===== config.mk =====
export PLATFORM = sky130hd
export DESIGN_NAME = dl_tx_formatter
export DESIGN_NICKNAME = d
export VERILOG_FILES = /design/src/rtl/dlf_pkg.sv /design/src/rtl/dlf_crc16.sv /design/src/rtl/dlf_zero_stuff.sv /design/src/rtl/dl_tx_formatter.sv
export SDC_FILE = /design/constraint.sdc
export NUM_CORES = 1
export LEC_CHECK = 0
export BUFFER_PORTS_ARGS = -buffer_cell sky130_fd_sc_hd__buf_2
export CAP_MARGIN = 20
export CORE_MARGIN = 2
export CORE_UTILIZATION = 30
export DETAILED_ROUTE_END_ITERATION = 8
export MAX_ROUTING_LAYER = met4
export PLACE_DENSITY = 0.43
export SLEW_MARGIN = 15
export SYNTH_ARGS = -nofsm -noshare
export SYNTH_HDL_FRONTEND = slang
export SYNTH_SLANG_ARGS = --single-unit

===== constraint.sdc =====
create_clock -name clk -period 4.75 [get_ports clk]
set_input_delay 0.95 -clock clk [delete_from_list [all_inputs] [get_ports clk]]
set_output_delay 0.95 -clock clk [all_outputs]
set_load 0.05 [all_outputs]

===== src/rtl/dlf_pkg.sv =====
package dlf_pkg;

    typedef enum logic [1:0] {
        MODE_FRAMED_FCS  = 2'b00,
        MODE_FRAMED_BARE = 2'b01,
        MODE_TRANS8      = 2'b10,
        MODE_TRANS6      = 2'b11
    } dl_mode_e;

    typedef enum logic [2:0] {
        S_FLAG,
        S_DATA,
        S_FCS_LO,
        S_FCS_HI,
        S_CLOSE,
        S_ABORT,
        S_RAW
    } tx_state_e;

    localparam logic [7:0] FLAG_BYTE  = 8'h7E;
    localparam logic [7:0] ABORT_BYTE = 8'hFF;

endpackage


===== src/rtl/dlf_crc16.sv =====
// One serial step of a reflected CRC: the shift register moves toward bit 0.
module dlf_crc16 #(
    parameter int              W    = 16,
    parameter logic [W-1:0]    POLY = 16'h8408
) (
    input  logic [W-1:0] crc_i,
    input  logic         bit_i,
    output logic [W-1:0] crc_o
);
    logic feedback;

    assign feedback = crc_i[0] ^ bit_i;
    assign crc_o    = (crc_i >> 1) ^ (feedback ? POLY : '0);

endmodule


===== src/rtl/dlf_zero_stuff.sv =====
// Counts consecutive ones among payload bits and flags when a zero is due.
module dlf_zero_stuff #(
    parameter int RUN = 5
) (
    input  logic clk,
    input  logic rst_n,
    input  logic clr,
    input  logic adv,
    input  logic bit_i,
    output logic stuff_due
);
    localparam int CW = $clog2(RUN + 1);

    logic [CW-1:0] run_q;

    always_ff @(posedge clk or negedge rst_n) begin
        if (!rst_n) begin
            run_q <= '0;
        end else if (clr) begin
            run_q <= '0;
        end else if (adv) begin
            run_q <= bit_i ? run_q + CW'(1) : '0;
        end
    end

    assign stuff_due = (run_q == CW'(RUN));

    // the run never grows past the limit, so a zero always breaks it
    assert_run_bounded_R3: assert property (@(posedge clk) disable iff (!rst_n)
        run_q <= CW'(RUN));

    // once a zero is due, the controller must clear the run on that cycle
    assert_stuff_taken_R3: assert property (@(posedge clk) disable iff (!rst_n)
        stuff_due |-> !adv);

endmodule


===== src/rtl/dl_tx_formatter.sv =====
module dl_tx_formatter
    import dlf_pkg::*;
#(
    parameter int                  DW        = 8,
    parameter int                  CRC_W     = 16,
    parameter logic [CRC_W-1:0]    CRC_POLY  = 16'h8408,
    parameter logic [CRC_W-1:0]    CRC_INIT  = 16'hFFFF,
    parameter int                  STUFF_RUN = 5,
    parameter int                  NARROW    = 6
) (
    input  logic          clk,
    input  logic          rst_n,
    input  logic          en,
    input  logic [1:0]    mode,
    input  logic          strobe,
    input  logic [DW-1:0] fifo_data,
    input  logic          fifo_empty,
    input  logic          fifo_eof,
    output logic          fifo_rd,
    input  logic          abort_req,
    output logic          ser_out,
    output logic          irq
);
    localparam int CNT_W = $clog2(DW);

    tx_state_e         st_q, st_d;
    dl_mode_e          mode_e;
    logic [DW-1:0]     sh_q, sh_d;
    logic [DW-1:0]     fcs_hi_q, fcs_hi_d;
    logic [CNT_W-1:0]  cnt_q, cnt_d, last_idx;
    logic [CRC_W-1:0]  crc_q, crc_d, crc_next;
    logic              last_q, last_d;
    logic              have_q, have_d;
    logic              ser_d, irq_d;
    logic              ones_clr, ones_adv, stuff_due;
    logic              in_payload, payload_abort;

    assign mode_e        = dl_mode_e'(mode);
    assign last_idx      = (mode_e == MODE_TRANS6) ? CNT_W'(NARROW - 1) : CNT_W'(DW - 1);
    assign in_payload    = (st_q == S_DATA) || (st_q == S_FCS_LO) || (st_q == S_FCS_HI);
    assign payload_abort = en && strobe && abort_req && in_payload;

    dlf_crc16 #(.W(CRC_W), .POLY(CRC_POLY)) u_crc (
        .crc_i (crc_q),
        .bit_i (sh_q[0]),
        .crc_o (crc_next)
    );

    dlf_zero_stuff #(.RUN(STUFF_RUN)) u_stuff (
        .clk       (clk),
        .rst_n     (rst_n),
        .clr       (ones_clr),
        .adv       (ones_adv),
        .bit_i     (sh_q[0]),
        .stuff_due (stuff_due)
    );

    // Next-state and output decode
    always_comb begin
        st_d     = st_q;
        sh_d     = sh_q;
        cnt_d    = cnt_q;
        crc_d    = crc_q;
        fcs_hi_d = fcs_hi_q;
        last_d   = last_q;
        have_d   = have_q;
        ser_d    = ser_out;
        irq_d    = 1'b0;
        fifo_rd  = 1'b0;
        ones_clr = 1'b0;
        ones_adv = 1'b0;
        if (!en) begin
            st_d     = mode[1] ? S_RAW : S_FLAG;
            sh_d     = FLAG_BYTE;
            cnt_d    = '0;
            have_d   = 1'b0;
            last_d   = 1'b0;
            ser_d    = 1'b1;
            ones_clr = 1'b1;
        end else if (strobe) begin
            if (st_q == S_RAW) begin
                if (have_q) begin
                    ser_d = sh_q[0];
                    sh_d  = sh_q >> 1;
                    cnt_d = cnt_q + CNT_W'(1);
                    if (cnt_q == last_idx) begin
                        cnt_d = '0;
                        if (!fifo_empty) begin
                            fifo_rd = 1'b1;
                            sh_d    = fifo_data;
                        end else begin
                            have_d = 1'b0;
                        end
                    end
                end else if (!fifo_empty) begin
                    fifo_rd = 1'b1;
                    ser_d   = fifo_data[0];
                    sh_d    = fifo_data >> 1;
                    cnt_d   = CNT_W'(1);
                    have_d  = 1'b1;
                end else begin
                    ser_d = 1'b1;
                end
            end else if (in_payload && abort_req) begin
                st_d     = S_ABORT;
                ser_d    = 1'b1;
                sh_d     = ABORT_BYTE >> 1;
                cnt_d    = CNT_W'(1);
                ones_clr = 1'b1;
            end else if (stuff_due) begin
                ser_d    = 1'b0;
                ones_clr = 1'b1;
            end else begin
                ser_d = sh_q[0];
                sh_d  = sh_q >> 1;
                cnt_d = cnt_q + CNT_W'(1);
                if (in_payload) ones_adv = 1'b1;
                else            ones_clr = 1'b1;
                if (st_q == S_DATA) crc_d = crc_next;
                if (cnt_q == last_idx) begin
                    cnt_d = '0;
                    unique case (st_q)
                        S_FLAG: begin
                            if (!fifo_empty) begin
                                fifo_rd = 1'b1;
                                sh_d    = fifo_data;
                                last_d  = fifo_eof;
                                crc_d   = CRC_INIT;
                                st_d    = S_DATA;
                            end else begin
                                sh_d = FLAG_BYTE;
                            end
                        end
                        S_DATA: begin
                            if (last_q) begin
                                if (mode_e == MODE_FRAMED_FCS) begin
                                    st_d     = S_FCS_LO;
                                    sh_d     = ~crc_next[DW-1:0];
                                    fcs_hi_d = ~crc_next[2*DW-1:DW];
                                end else begin
                                    st_d = S_CLOSE;
                                    sh_d = FLAG_BYTE;
                                end
                            end else if (fifo_empty) begin
                                st_d  = S_ABORT;
                                sh_d  = ABORT_BYTE;
                                irq_d = 1'b1;
                            end else begin
                                fifo_rd = 1'b1;
                                sh_d    = fifo_data;
                                last_d  = fifo_eof;
                            end
                        end
                        S_FCS_LO: begin
                            st_d = S_FCS_HI;
                            sh_d = fcs_hi_q;
                        end
                        S_FCS_HI: begin
                            st_d = S_CLOSE;
                            sh_d = FLAG_BYTE;
                        end
                        S_CLOSE: begin
                            st_d  = S_FLAG;
                            sh_d  = FLAG_BYTE;
                            irq_d = 1'b1;
                        end
                        S_ABORT: begin
                            st_d = S_FLAG;
                            sh_d = FLAG_BYTE;
                        end
                        default: begin
                            st_d = S_FLAG;
                        end
                    endcase
                end
            end
        end
    end

    // State register
    always_ff @(posedge clk or negedge rst_n) begin
        if (!rst_n) begin
            st_q     <= S_FLAG;
            sh_q     <= FLAG_BYTE;
            cnt_q    <= '0;
            crc_q    <= CRC_INIT;
            fcs_hi_q <= '0;
            last_q   <= 1'b0;
            have_q   <= 1'b0;
        end else begin
            st_q     <= st_d;
            sh_q     <= sh_d;
            cnt_q    <= cnt_d;
            crc_q    <= crc_d;
            fcs_hi_q <= fcs_hi_d;
            last_q   <= last_d;
            have_q   <= have_d;
        end
    end

    // Output registers
    always_ff @(posedge clk or negedge rst_n) begin
        if (!rst_n) begin
            ser_out <= 1'b1;
            irq     <= 1'b0;
        end else begin
            ser_out <= ser_d;
            irq     <= irq_d;
        end
    end

    // a pop only happens in an enabled strobe cycle with data present
    assert_pop_gated_R8: assert property (@(posedge clk) disable iff (!rst_n)
        fifo_rd |-> (en && strobe && !fifo_empty));

    // no strobe, no change on the line
    assert_line_holds_R8: assert property (@(posedge clk) disable iff (!rst_n)
        ($past(en) && !$past(strobe)) |-> $stable(ser_out));

    // a disabled cycle leaves the line marking and the event quiet
    assert_quiet_disabled_R1: assert property (@(posedge clk) disable iff (!rst_n)
        !$past(en) |-> (ser_out && !irq));

    // an accepted abort request puts a one on the line at once
    assert_abort_immediate_R10: assert property (@(posedge clk) disable iff (!rst_n)
        $past(payload_abort) |-> (ser_out && st_q == S_ABORT));

    // the event is a single-cycle pulse
    assert_irq_single_R11: assert property (@(posedge clk) disable iff (!rst_n)
        irq |=> !irq);

endmodule


* After elaboration in Yosys (flattened, before gate mapping)
Cells that the tools add are included.
** Storage, ports and cells
- Memory bits (writable) :: 0
- Latch bits :: 0
- ROM bits :: 0
- Memories :: 0
- Input bits :: 17
- Register bits after elaboration :: 45
- Output and inout bits :: 3
- Logic and storage cells :: 152
** Cells by class
- Add/subtract/negate cells :: 2
- Reductions and logical operators :: 13
- Order comparisons :: 0
- Muxes and demuxes :: 97
- Eq/ne operators :: 23
- Bitwise operators :: 7
- Shift-type cells :: 0
- $mul :: 0
- Div/mod/pow operators :: 0
** Operators by type and width (count)
- 8-bit 2-to-1 mux :: 14
- 16-bit 2-to-1 mux :: 5
- 3-bit 2-to-1 mux :: 21
- 1-bit 2-to-1 mux :: 51
- 8-bit case mux with 4 select lines :: 1
- 8-bit NOT :: 2
- 15-bit by 16-bit bitwise XOR with 16-bit output :: 1
- 3-bit == test, second input constant :: 4
- 3-bit case mux with 4 select lines :: 1
- 9-bit AND reduction :: 1
- 4-bit inequality test, second input constant :: 2
- 7-bit AND reduction :: 1
- 3-bit by 1-bit adder with 3-bit output, second input constant :: 2
- 3-bit by 2-bit == test with 1-bit output, second input constant :: 2
- 2-bit by 1-bit inequality test with 1-bit output, second input constant :: 3
- 2-bit inequality test, second input constant :: 3
- 3-bit by 1-bit inequality test with 1-bit output, second input constant :: 2
- 1-bit case mux with 2 select lines :: 3
- 6-bit AND reduction :: 1
- 5-bit by 4-bit inequality test with 1-bit output, second input constant :: 1
- 5-bit AND reduction :: 1
- 4-bit by 2-bit inequality test with 1-bit output, second input constant :: 1
- 3-bit by 1-bit == test with 1-bit output, second input constant :: 1
- 3-bit == test :: 1
- 14 further kinds :: 17

* Depth between registers and ports, before layout
- Word-level depth :: 13
- Depth in mapped cells :: 7
- Depth with buffers taken out :: 7

* Hierarchy
Synthesis repeated with hierarchy kept, for this count alone.
** Second synthesis, totals
- Cells, all modules :: 362
- Area total of the unflattened synthesis :: 3039.2 um^2
** By module, submodules not included
- dl_tx_formatter :: area an instance 2701.3 um^2, times used 1, seq. area each 1079.8 um^2, cells an instance 328
- dlf_zero_stuff :: area an instance 176.4 um^2, times used 1, seq. area each 75.1 um^2, cells an instance 17
- dlf_crc16 :: area an instance 161.4 um^2, times used 1, seq. area each 0.0 um^2, cells an instance 17

* Least setup slack after synthesis
OpenSTA, ideal clock, no wires.
- Path kind :: in2out
- Start :: in abort_req
- End :: out fifo_rd
- Data required time :: 3800 ps
- Slack :: 1160 ps
- Path buffers :: 1
- Arrival time :: 2640 ps
- Stages :: 6
- Cells stage by stage :: buf_2 o22a_4 a221o_1 o21ai_0 a21oi_1 nor2_1
** Between the ends
- Longest elaborated chain between the ends :: 5
** Ends and longest elaborated chain
- from (decl) :: RTL line dl_tx_formatter.sv:20 : input logic abort_req,
- 1-bit logical AND :: RTL line dl_tx_formatter.sv:104 : end else if (in_payload && abort_req) begin
- 1-bit 2-to-1 mux :: RTL line dl_tx_formatter.sv:104
- 1-bit 2-to-1 mux :: RTL line dl_tx_formatter.sv:81 : if (st_q == S_RAW) begin
- 1-bit 2-to-1 mux :: RTL line dl_tx_formatter.sv:80 : end else if (strobe) begin
- 1-bit 2-to-1 mux :: RTL line dl_tx_formatter.sv:72 : if (!en) begin
- to (decl) :: RTL line dl_tx_formatter.sv:19 : output logic fifo_rd,
Every way passes these cells.

* Final worst setup path
- Start :: reg st_q[0]
- End :: out fifo_rd
** Between the ends
- Longest elaborated chain between the ends :: 8
- Elaborated cells between the ends (all ways) :: 15
- Classes of those cells :: 4 x eq/ne; 7 x mux; 4 x reduce/logical
** Ends and longest elaborated chain
- from (decl) :: RTL line dl_tx_formatter.sv:26 : tx_state_e st_q, st_d;
- from (signal assigned) :: RTL line dl_tx_formatter.sv:191 : st_q <= st_d;
- 3-bit by 1-bit == test with 1-bit output, or another cell as far along :: RTL line dl_tx_formatter.sv:40, dl_tx_formatter.sv:122
- 1-bit case mux with 2 select lines / 1-bit logical OR (equally long branches) :: RTL line dl_tx_formatter.sv:122, dl_tx_formatter.sv:40
- 1-bit 2-to-1 mux / 1-bit logical OR (equally long branches) :: RTL line dl_tx_formatter.sv:120, dl_tx_formatter.sv:40
- 1-bit 2-to-1 mux / 1-bit logical AND (equally long branches) :: RTL line dl_tx_formatter.sv:110, dl_tx_formatter.sv:104
- 1-bit 2-to-1 mux :: RTL line dl_tx_formatter.sv:104
- 1-bit 2-to-1 mux * :: RTL line dl_tx_formatter.sv:81
- 1-bit 2-to-1 mux * :: RTL line dl_tx_formatter.sv:80
- 1-bit 2-to-1 mux * :: RTL line dl_tx_formatter.sv:72
Every way passes the cells marked *; elsewhere a longest branch is shown, timed or not.

==> out/results.tsv <==
metric	value	unit
port_buffers	19	
row_count	37	
crit_fanout	26	
die-area	0.01134	mm²
first_pass_iters	5	
p_leak	0.001367	µW
drive_gt1_share	26.86	%
tightest_slew	915.9	ps
drc	0	
max_cap_violations	0	
syn2layout_area_growth	8.813	%
coreArea	0.01028	mm²
reg2regPathDepth	4	
grt_pass1_wl	14.97	mm
p_per_area	256.7	mW/mm²
min_period_over_period	73.38	%
dpl.hpwl	6.506	mm
finClkSkew	7.996	ps
netlist_area	0.003152	mm²
cts_buffer_depth	2	
avgSynthCellArea	9.243	µm²
whs_path_depth	2	
drt_iter0_markers	152	
place_congestion	0.7915	
reg2reg_from	st_q[0]	
dpl_cell_area	0.003311	mm²
clock_sinks	45	
finalSetupViolations	0	
r2r-end	fcs_hi_q[2]	
design_area	0.003430	mm²
hp-start	fcs_hi_q[6]	
critPathLaunchType	flop	
routedWlPerCell	18.50	µm
grt-ovfl-total	0	
post_cts.repair.setup_buffers	0	
path_cells	nand2_2 -> a221o_1 -> o21ai_0 -> a21oi_1 -> nor2_1 -> buf_2	
r2r_setup_slack	2260	ps
utilization	33.37	%
holdBufCountCts	0	
fillers	1099	
drtAntennaViolNets	0	
grt_max_degree	46	
io-pin-count	20	
diodes	0	
crit_arrival	2540	ps
endpoint_kind	primary output	
root_buffer	clkbuf_8	
ys_types	81	
synthFlopType	dfstp_2	
final_nets	369	
worst-path-buf-inv	1	
cpLargestDelayFamily	flip-flops	
ys_seq_area_share	36.64	%
fin_tns_setup	0	ps
grt_pass1_vias	2619	
dieWidth	106.5	µm
slowest_delay	870	ps
min-delay-path-class	flop to flop	
grt_usage	17.31	%
die_h	106.5	µm
holdWs	494.8	ps
worstPathRequired	3800	ps
hold_viol	0	
slew_violations	0	
crit_path_top_delay_cell	dfrtp_1	
yosys_warnings	0	
antenna_found_initial	0	
holdPathEnd	fcs_hi_q[6]	
synth_edf_count	0	
p_total	880.4	µW
routed_wl	8.992	mm
initial_utilization	30.67	%
period_minus_slack	3485	ps
syn-instance-count	341	
insertion_delay	300	ps
cts-resized-gates	0	
outcome	finished clean	
htreeDepth	2	
synthesis.nets	361	
asyncSetResetFlopFracSynth	100.0	%
cts_buffers	5	
vias_per_cell	5.475	
rsz0062_at_grt	false	
synth-seq-cells	45	
relSlewSlack	38.81	%
cts_tree	built	
peakVddDrop	124.6	µV
clk_pin_slew	100	ps
fmax	286.9	MHz
num_vias	2661	
crit_type	flop to primary output	
==> worst min-delay path: cells and delay by family, from the launching register on <==
| kind | cells | cell delay (ps) |
|---|---|---|
| AND/OR/NAND/NOR | 1 | 60 |
| AO/OA/AOI/OAI | 1 | 50 |
| flip-flops | 1 | 360 |
==> layout by cell type, fill, tap and decap left out, drive strengths merged, types with 9 or more instances in the layout <==
cell type  count
dfrtp         22
inv            9
nand2         59
dfstp         23
o211ai         9
nand3         16
nor2          24
a21oi         15
o21ai         22
buf           21
==> cells in the mapped netlist (2+ instances only) <==
library cell	number	area, µm²
inv_1	7	26.28
and2_1	3	18.77
nor3_1	8	40.04
nand4_1	3	18.77
o2111ai_1	3	26.28
o21ai_0	12	60.06
o21ai_1	4	20.02
xnor2_1	2	17.52
mux2_4	4	60.06
nor4_2	3	37.54
dfrtp_1	22	550.5
a221oi_1	2	17.52
buf_6	3	33.78
a32oi_1	2	17.52
a22oi_1	3	22.52
a211oi_2	3	37.54
nand3_1	15	75.07
nor2_1	22	82.58
buf_2	7	35.03
buf_4	2	15.01
mux2i_1	2	20.02
clkbuf_4	2	15.01
o211ai_1	9	67.56
nor2b_1	8	50.05
nand2_1	57	214.0
o21bai_1	8	60.06
a211o_1	3	26.28
a21oi_1	13	65.06
nand3b_1	3	22.52
o221ai_1	2	17.52
clkbuf_1	6	22.52
a31oi_1	3	18.77
a21o_1	5	37.54
and2b_1	2	15.01
a2111oi_2	3	45.04
dfstp_2	23	604.3
nor3b_1	5	37.54
nor4_1	5	31.28
ha_1	3	37.54
a22o_1	2	17.52
a21oi_2	2	17.52
o21ai_2	6	52.55
==> stage by stage <==
stage	setup WS (ps)	std cells
finish	1265	486
global route	1054	486
CTS	1259	486
detailed placement	1298	478
global placement	1306	478
floorplan	1160	341
==> worst max-delay path by stage <==
stage | from | endpoint | slack [ps] | depth (start not counted)
detailed placement | en | fifo_rd | 1300 | 7
CTS | st_q[0] | fifo_rd | 1260 | 6
global placement | en | fifo_rd | 1310 | 7
floorplan | abort_req | fifo_rd | 1160 | 6
finish | st_q[0] | fifo_rd | 1260 | 6
global route | st_q[0] | fifo_rd | 1050 | 6
==> kinds of logic (layout without fill, tap and decap cells) <==
logic type      count (synthesis)  after routing  share of synthesized area (%)
compound gates                101            101                          26.48
xor+xnor                        3              3                         0.8338
fa+ha+maj                       3              3                          1.191
buf+inv                        27             36                          4.684
flops                          45             45                          36.64
mux                             6              6                          2.541
simple gates                  156            156                          27.63
==> power by group <==
part / switching [µW] / internal (µW) / total, µW / leakage (µW)
clock network: 151 / 161 / 312 / 0.0000591
registers: 20.5 / 402 / 423 / 0.000540
logic: 90.9 / 54.5 / 145 / 0.000768
==> state kept, by name, indices dropped and copies added, names as in the netlist <==
register / flops
cnt_q: 3
crc_q: 16
fcs_hi_q: 8
have_q: 1
irq: 1
last_q: 1
ser_out: 1
sh_q: 8
st_q: 3
u_stuff.run_q: 3
==> metal layers <==
| layer | track usage (%) | routed length, µm | up-vias |
|---|---|---|---|
| met1 | 24.93 | 4459 | 1314 |
| met5 | - | 0 | - |
| li1 | - | - | 1275 |
| met4 | 5.009 | 130 | 0 |
| met3 | 2.759 | 357 | 12 |
| met2 | 25.05 | 4045 | 60 |
==> final cells by class <==
cell class / count / area (µm²) / area share (%)
Multi-Input combinational cell: 269 / 1849 / 53.92
Timing Repair Buffer: 21 / 112.6 / 3.283
Sequential cell: 45 / 1155 / 33.67
Tap cell: 136 / 170.2 / 4.962
Inverter: 7 / 26.28 / 0.7661
Clock inverter: 3 / 47.55 / 1.386
Clock buffer: 5 / 68.82 / 2.007
(Power assumes the default switching activity.)
